## src/rtl/ttc_pkg.sv

```systemverilog
package ttc_pkg;
  localparam int TTC_TICK_W   = 32;
  localparam int TTC_FRAC_W   = 28;
  localparam int TTC_TIME_W   = 64;
  localparam int TTC_MULT_W   = 32;
  localparam int TTC_PPM_W    = 32;
  localparam int TTC_TICK_NS  = 8;
  localparam int TTC_NUM_SH   = 9;
  localparam int TTC_DEN      = 15625;
  localparam int TTC_MAX_SPPM = 65536000;
endpackage

```

## src/rtl/ttc_div.sv

```systemverilog
module ttc_div #(
  parameter int DVD_W = 35,
  parameter int DEN   = 15625
) (
  input  logic             clk,
  input  logic             rst_n,
  input  logic             start,
  input  logic [DVD_W-1:0] dividend,
  output logic             busy,
  output logic             done,
  output logic [DVD_W-1:0] quotient
);
  localparam int DEN_W = $clog2(DEN + 1);
  localparam int CNT_W = $clog2(DVD_W + 1);

  logic [DVD_W-1:0] dvd_q;
  logic [DEN_W-1:0] rem_q;
  logic [CNT_W-1:0] cnt_q;
  logic             busy_q, done_q;
  logic [DEN_W:0]   rem_sh, rem_nx;
  logic             ge;

  // one restoring step: shift in the next dividend bit, subtract if it fits
  always_comb begin
    rem_sh = {rem_q, dvd_q[DVD_W-1]};
    ge     = rem_sh >= (DEN_W+1)'(DEN);
    rem_nx = ge ? rem_sh - (DEN_W+1)'(DEN) : rem_sh;
  end

  always_ff @(posedge clk) begin
    if (!rst_n) begin
      dvd_q  <= '0;
      rem_q  <= '0;
      cnt_q  <= '0;
      busy_q <= 1'b0;
      done_q <= 1'b0;
    end else begin
      done_q <= 1'b0;
      if (busy_q) begin
        dvd_q <= {dvd_q[DVD_W-2:0], ge};
        rem_q <= rem_nx[DEN_W-1:0];
        cnt_q <= cnt_q - 1'b1;
        if (cnt_q == CNT_W'(1)) begin
          busy_q <= 1'b0;
          done_q <= 1'b1;
        end
      end else if (start) begin
        dvd_q  <= dividend;
        rem_q  <= '0;
        cnt_q  <= CNT_W'(DVD_W);
        busy_q <= 1'b1;
      end
    end
  end

  assign busy     = busy_q;
  assign done     = done_q;
  assign quotient = dvd_q;
endmodule

```

## src/rtl/ttc_trim.sv

```systemverilog
module ttc_trim #(
  parameter int MULT_W   = 32,
  parameter int PPM_W    = 32,
  parameter int FRAC_W   = 28,
  parameter int TICK_NS  = 8,
  parameter int MAX_SPPM = 65536000,
  parameter int NUM_SH   = 9,
  parameter int DEN      = 15625
) (
  input  logic                    clk,
  input  logic                    rst_n,
  input  logic                    trim_valid,
  input  logic signed [PPM_W-1:0] trim_sppm,
  output logic                    trim_ready,
  output logic [MULT_W-1:0]       mult
);
  localparam int MAG_W = $clog2(MAX_SPPM + 1);
  localparam int DVD_W = MAG_W + NUM_SH;
  localparam logic [MULT_W-1:0] NOM_M = MULT_W'(longint'(TICK_NS) << FRAC_W);

  logic signed [PPM_W-1:0] lim_p, lim_n, clip, mag_full;
  logic [MAG_W-1:0]        mag;
  logic [DVD_W-1:0]        dividend, quo;
  logic                    accept, div_busy, div_done, neg_q;
  logic [MULT_W-1:0]       mult_q, q_m;

  always_comb begin
    lim_p = PPM_W'(MAX_SPPM);
    lim_n = -lim_p;
    if (trim_sppm > lim_p)      clip = lim_p;
    else if (trim_sppm < lim_n) clip = lim_n;
    else                        clip = trim_sppm;
    mag_full = clip[PPM_W-1] ? -clip : clip;
    mag      = MAG_W'(mag_full);
    dividend = {mag, {NUM_SH{1'b0}}};
  end

  assign trim_ready = !(div_busy || div_done);
  assign accept     = trim_valid && trim_ready;

  ttc_div #(.DVD_W(DVD_W), .DEN(DEN)) u_div (
    .clk(clk), .rst_n(rst_n), .start(accept), .dividend(dividend),
    .busy(div_busy), .done(div_done), .quotient(quo)
  );

  assign q_m = MULT_W'(quo);

  always_ff @(posedge clk) begin
    if (!rst_n) begin
      neg_q  <= 1'b0;
      mult_q <= NOM_M;
    end else begin
      if (accept) neg_q <= trim_sppm[PPM_W-1];
      if (div_done) mult_q <= neg_q ? NOM_M - q_m : NOM_M + q_m;
    end
  end

  assign mult = mult_q;
endmodule

```

## src/rtl/ttc_accum.sv

```systemverilog
module ttc_accum #(
  parameter int TICK_W = 32,
  parameter int FRAC_W = 28,
  parameter int TIME_W = 64,
  parameter int MULT_W = 32
) (
  input  logic              clk,
  input  logic              rst_n,
  input  logic [TICK_W-1:0] tick_count,
  input  logic [MULT_W-1:0] mult,
  input  logic              step_valid,
  input  logic [TIME_W-1:0] step_delta,
  input  logic              set_valid,
  input  logic [TIME_W-1:0] set_ns,
  output logic [TIME_W-1:0] time_ns
);
  localparam int PROD_W = TICK_W + MULT_W;

  logic [TICK_W-1:0]   ref_q, delta;
  logic [FRAC_W-1:0]   frac_q;
  logic [TIME_W-1:0]   ns_q, add_step;
  logic [PROD_W-1:0]   prod;
  logic [PROD_W:0]     sum;

  always_comb begin
    delta    = tick_count - ref_q;              // modulo 2^TICK_W
    prod     = PROD_W'(delta) * PROD_W'(mult);
    sum      = {1'b0, prod} + (PROD_W+1)'(frac_q);
    add_step = step_valid ? step_delta : '0;
  end

  always_ff @(posedge clk) begin
    if (!rst_n) begin
      ref_q  <= tick_count;
      frac_q <= '0;
      ns_q   <= '0;
    end else begin
      ref_q <= tick_count;
      if (set_valid) begin
        ns_q   <= set_ns;
        frac_q <= '0;
      end else begin
        ns_q   <= ns_q + TIME_W'(sum >> FRAC_W) + add_step;
        frac_q <= sum[FRAC_W-1:0];
      end
    end
  end

  assign time_ns = ns_q;
endmodule

```

## src/rtl/ttc_time_counter.sv

```systemverilog
module ttc_time_counter
  import ttc_pkg::*;
#(
  parameter int TICK_W   = TTC_TICK_W,
  parameter int FRAC_W   = TTC_FRAC_W,
  parameter int TIME_W   = TTC_TIME_W,
  parameter int MULT_W   = TTC_MULT_W,
  parameter int PPM_W    = TTC_PPM_W,
  parameter int TICK_NS  = TTC_TICK_NS,
  parameter int NUM_SH   = TTC_NUM_SH,
  parameter int DEN      = TTC_DEN,
  parameter int MAX_SPPM = TTC_MAX_SPPM
) (
  input  logic                    clk,
  input  logic                    rst_n,
  input  logic [TICK_W-1:0]       tick_count,
  input  logic                    trim_valid,
  output logic                    trim_ready,
  input  logic signed [PPM_W-1:0] trim_sppm,
  input  logic                    step_valid,
  input  logic [TIME_W-1:0]       step_delta,
  input  logic                    set_valid,
  input  logic [TIME_W-1:0]       set_ns,
  output logic [TIME_W-1:0]       time_ns,
  output logic [MULT_W-1:0]       cur_mult
);
  logic [MULT_W-1:0] mult;

  ttc_trim #(
    .MULT_W(MULT_W), .PPM_W(PPM_W), .FRAC_W(FRAC_W), .TICK_NS(TICK_NS),
    .MAX_SPPM(MAX_SPPM), .NUM_SH(NUM_SH), .DEN(DEN)
  ) u_trim (
    .clk(clk), .rst_n(rst_n), .trim_valid(trim_valid), .trim_sppm(trim_sppm),
    .trim_ready(trim_ready), .mult(mult)
  );

  ttc_accum #(
    .TICK_W(TICK_W), .FRAC_W(FRAC_W), .TIME_W(TIME_W), .MULT_W(MULT_W)
  ) u_acc (
    .clk(clk), .rst_n(rst_n), .tick_count(tick_count), .mult(mult),
    .step_valid(step_valid), .step_delta(step_delta),
    .set_valid(set_valid), .set_ns(set_ns), .time_ns(time_ns)
  );

  assign cur_mult = mult;
endmodule

```

## config.mk

```make
export PLATFORM = sky130hd
export DESIGN_NAME = ttc_time_counter
export DESIGN_NICKNAME = d
export VERILOG_FILES = /design/src/rtl/ttc_pkg.sv /design/src/rtl/ttc_div.sv /design/src/rtl/ttc_trim.sv /design/src/rtl/ttc_accum.sv /design/src/rtl/ttc_time_counter.sv
export SDC_FILE = /design/constraint.sdc
export NUM_CORES = 2
export LEC_CHECK = 0
export BUFFER_PORTS_ARGS = -buffer_cell sky130_fd_sc_hd__buf_2
export CORE_MARGIN = 3
export CORE_UTILIZATION = 50
export DETAILED_ROUTE_END_ITERATION = 16
export PLACE_DENSITY = 0.7
export SYNTH_ARGS = -nofsm -noshare
export SYNTH_HDL_FRONTEND = slang
export SYNTH_HIERARCHICAL = 1
export SYNTH_SLANG_ARGS = --single-unit
```

## constraint.sdc

```tcl
create_clock -name clk -period 15.65 [get_ports clk]
set_input_delay 4.695 -clock clk [delete_from_list [all_inputs] [get_ports clk]]
set_output_delay 4.695 -clock clk [all_outputs]
set_load 0.05 [all_outputs]
```

==> summary.txt <==
Critical path
  – Worst r2r dst: u_acc/time_ns[49]$_SDFF_PN0_
  – Most Frequent Cell on Critical Path: fa_1
  – Worst Reg-to-Reg Cells: 50
  – Crit path max-delay cell type: fa_1
  – CP Capture Type: flop
  – WP data arrival: around 17000 ps
  – RR Startpoint: u_acc/ref_q[1]$_DFF_P_
  – Largest stage delay, worst path: 530 ps
  – Crit path from: tick_count[2]
  – Crit path max fanout: 7
  – Crit path launch type: input port
  – Critical path type: input port to flop
  – Flop2flop setup slack: 3270 ps
  – Worst path required time: 16190 ps

Floorplan
  – Die width: about 330 um
  – Ports: around 290
  – Starting Density: 50.56%
  – DIE AREA: ~110000 sq um
  – Row Count: 119
  – Core region area: 105700 sq um
  – Die H: 333.0 um

CTS
  – Root Driver: clkbuf_16
  – H-tree levels: 1
  – Total CTS buffers: 28
  – CTS max path bufs: 3
  – Worst-path clk slew: 60 ps
  – Clk_lat worst skew: 640 ps
  – Post-CTS Hold Fix Bufs: 0
  – Clk sinks: around 210
  – CTS tree: yes

Flow run
  – Max Cap Viol: 0

Yosys
  – Largest area contributor in the netlist: fa_1
  – #FFs+latches synth: 214
  – Syn avg cell area: 8.364 sq um
  – Top post-synthesis cells by area: fa_1, ha_1, dfxtp_1
  – Warnings from Yosys: 6
  – Yosys top cell area share: between 30% and 40%
  – EDFF count, synth: 0
  – Yosys cell types: 104
  – Post-synth ARST share: 0%
  – Seq/Total Area, Yosys: about 8%
  – Primary FF master, synth: dfxtp_1
  – Synthesized area: 53450 sq um
  – Mapped Cells: ~6.4k

Drt
  – DRC violations left: 0
  – Number of iterations in the first detailed-routing pass: 8
  – Initial DRC count: 4239
  – Final ANT Viol Nets: 0
  – DR vias/cell: between 5 and 6
  – Routed Wire Length: 172400 um
  – WL/cell: a little over 20 um
  – Vias post-DR: 47.83k

Finish
  – Commonest non-fill, non-tap cells in the layout: inv_1, fa_1, nand2_1
  – Share of cells above drive strength 1: 20.91%
  – Post-route cell area: 63990 sq um
  – Final Util: 60.53%
  – Area grow syn2layout: 19.72%
  – Fill cells: approximately 9.1k
  – Multi-input gate area: 45840 sq um
  – Register Area: roughly 4300 sq um
  – Non-filler cells, final: 8387
  – Commonest non-fill, non-tap cell in the layout: inv_1
  – Final Net Count: around 8.5k

Global routing
  – Global-route total usage across every layer: 30.65%
  – Grt total ovfl: 0
  – First-pass GRT wire length: 270900 um
  – Initial antenna violation count: 13
  – Largest net degree at the start of global routing: 91
  – Number of global-route vias before repair: 49.62k

Timing
  – Max-slew violations: 0
  – Peak Freq: 61.72 MHz
  – Fin Setup TNS: -12130 ps
  – Slew HR: about a quarter
  – Fin. Hold Viols: 0
  – Final period util: 103.5%
  – Worst Skew: 49.71 ps
  – Pin slew with the least headroom to its limit: 1123 ps
  – Final worst slack: -551.2 ps
  – Final setup fails: 35
  – Fin crit period: 16200 ps
  – Worst hold slack: between 400 and 500 ps
  – RSZ-0062 raised after global routing: true

Outcome
  – Failing checks: setup timing
  – Status: complete, but fails checks

Placement
  – Cell Area, Placed: 60210 sq um
  – Placed Cells: 8229
  – Final GP Congestion: approximately 0.96
  – DP Wirelength: about 140000 um
  – Buffers on Ports: 293

Power and ir drop
  – Peak supply drop: 0.1898 mV
  – Static leakage: about 0.031 uW
  – PwrDens: 101.4 nW/um^2

Worst hold path
  – Min-delay src: u_trim/u_div/rem_q[5]$_SDFFE_PN0P_
  – HP Class: flop to flop
  – Hold depth: 2
  – Hold Path Sink: u_trim/u_div/rem_q[5]$_SDFFE_PN0P_
## sequential cells by signal, indices dropped and copies added (netlist names)
name and cells:
u_trim/u_div/busy 1, u_trim/neg_q 1, u_trim/u_div/quotient 35, u_acc/frac_q 28, u_trim/mult 32, u_trim/u_div/done 1, u_trim/u_div/cnt_q 6, u_acc/ref_q 32
u_trim/u_div/rem_q 14, u_acc/time_ns 64
## critical path, delay by kind of cell
| family | cells | cell delay, ps |
|---|---|---|
| adder cells (fa/ha/maj) | 12 | 5300 |
| buffers and inverters | 12 | 1340 |
| AO/OA/AOI/OAI | 18 | 3520 |
| AND/OR/NAND/NOR | 7 | 1380 |
| multiplexers | 2 | 460 |
## cells by family (layout without fill, tap and decap cells)
family                   after synthesis  in the layout  synth area share [%]
AO/OA/AOI/OAI                        887            887                 11.34
AND/OR/NAND/NOR                     2177           2177                 20.20
other                                  1             22              0.007016
adder cells (fa/ha/maj)             1363           1363                 45.44
multiplexers                          77             77                 1.479
buffers and inverters               1501           2085                 10.71
flip-flops                           214            214                 8.015
XOR/XNOR                             171            171                 2.802
## Yosys cell counts, drive strengths merged (10+ instances only)
master	instances
a21o	99
xnor2	100
and3	94
or4	13
o211ai	11
nand2	753
inv	1052
a31oi	36
a311oi	27
nand3	156
or3	28
nor2	287
o21ai	161
nor3	126
mux2	16
fa	964
buf	40
o31ai	15
a21oi	267
nor3b	24
xor2	71
nor4	17
o21bai	29
o21a	16
a211oi	49
dfxtp	214
nand2b	47
mux2i	61
nor2b	69
clkbuf	407
o311a	17
o311ai	52
and2	438
o41ai	13
a21boi	11
nand4	99
a2111oi	10
ha	399
## per-stage QoR
stage | worst slack [ps] | total power (uW)
floorplan | -159.7 | 3208
global placement | -1482 | 4837
detailed placement | -1673 | 4886
CTS | -320.3 | 5990
global route | -885.5 | 6889
finish | -551.2 | 6488
## worst max-delay path by stage
stage	endpoint	slack [ps]	depth (start not counted)
3_5_place_dp	u_acc/time_ns[56]$_SDFF_PN0_	-1670	53
5_1_grt	u_acc/time_ns[51]$_SDFF_PN0_	-890	54
6_report	u_acc/time_ns[49]$_SDFF_PN0_	-550	51
4_1_cts	u_acc/time_ns[55]$_SDFF_PN0_	-320	50
2_1_floorplan	u_acc/time_ns[51]$_SDFF_PN0_	-160	50
3_3_place_gp	u_acc/time_ns[49]$_SDFF_PN0_	-1480	52
## layer usage
layer	GRT usage [%]	up-vias	part of all wire (%)
li1	-	21500	-
met1	39.90	23740	40
met2	51.02	2193	47
met3	6.316	384	9.5
met4	10.35	6	3.8
met5	0	-	0.028
## timing repair
action	4_1_cts	5_1_grt
gates cloned	1	0
setup buffers	59	42
pin swaps	160	183
gates resized for setup	209	215
endpoints found under the setup margin	52	54
## where the power goes
part / leakage (uW) / internal, uW / switching, uW
Combinational: 0.0287 / 2260 / 2780
Sequential: 0.00176 / 616 / 77.8
Clock: 0.000509 / 461 / 288
Total: 0.0309 / 3340 / 3150
## area by class of cell
cell class	count	share of cell area [%]
Timing Repair Buffer	979	11.05
Antenna cell	13	0.05084
Multi-Input combinational cell	4684	71.63
Clock buffer	36	1.189
Sequential cell	214	6.701
Tap cell	1391	2.720
Inverter	1054	6.194
Clock inverter	16	0.4614
Power figures use the tool's default switching activity.
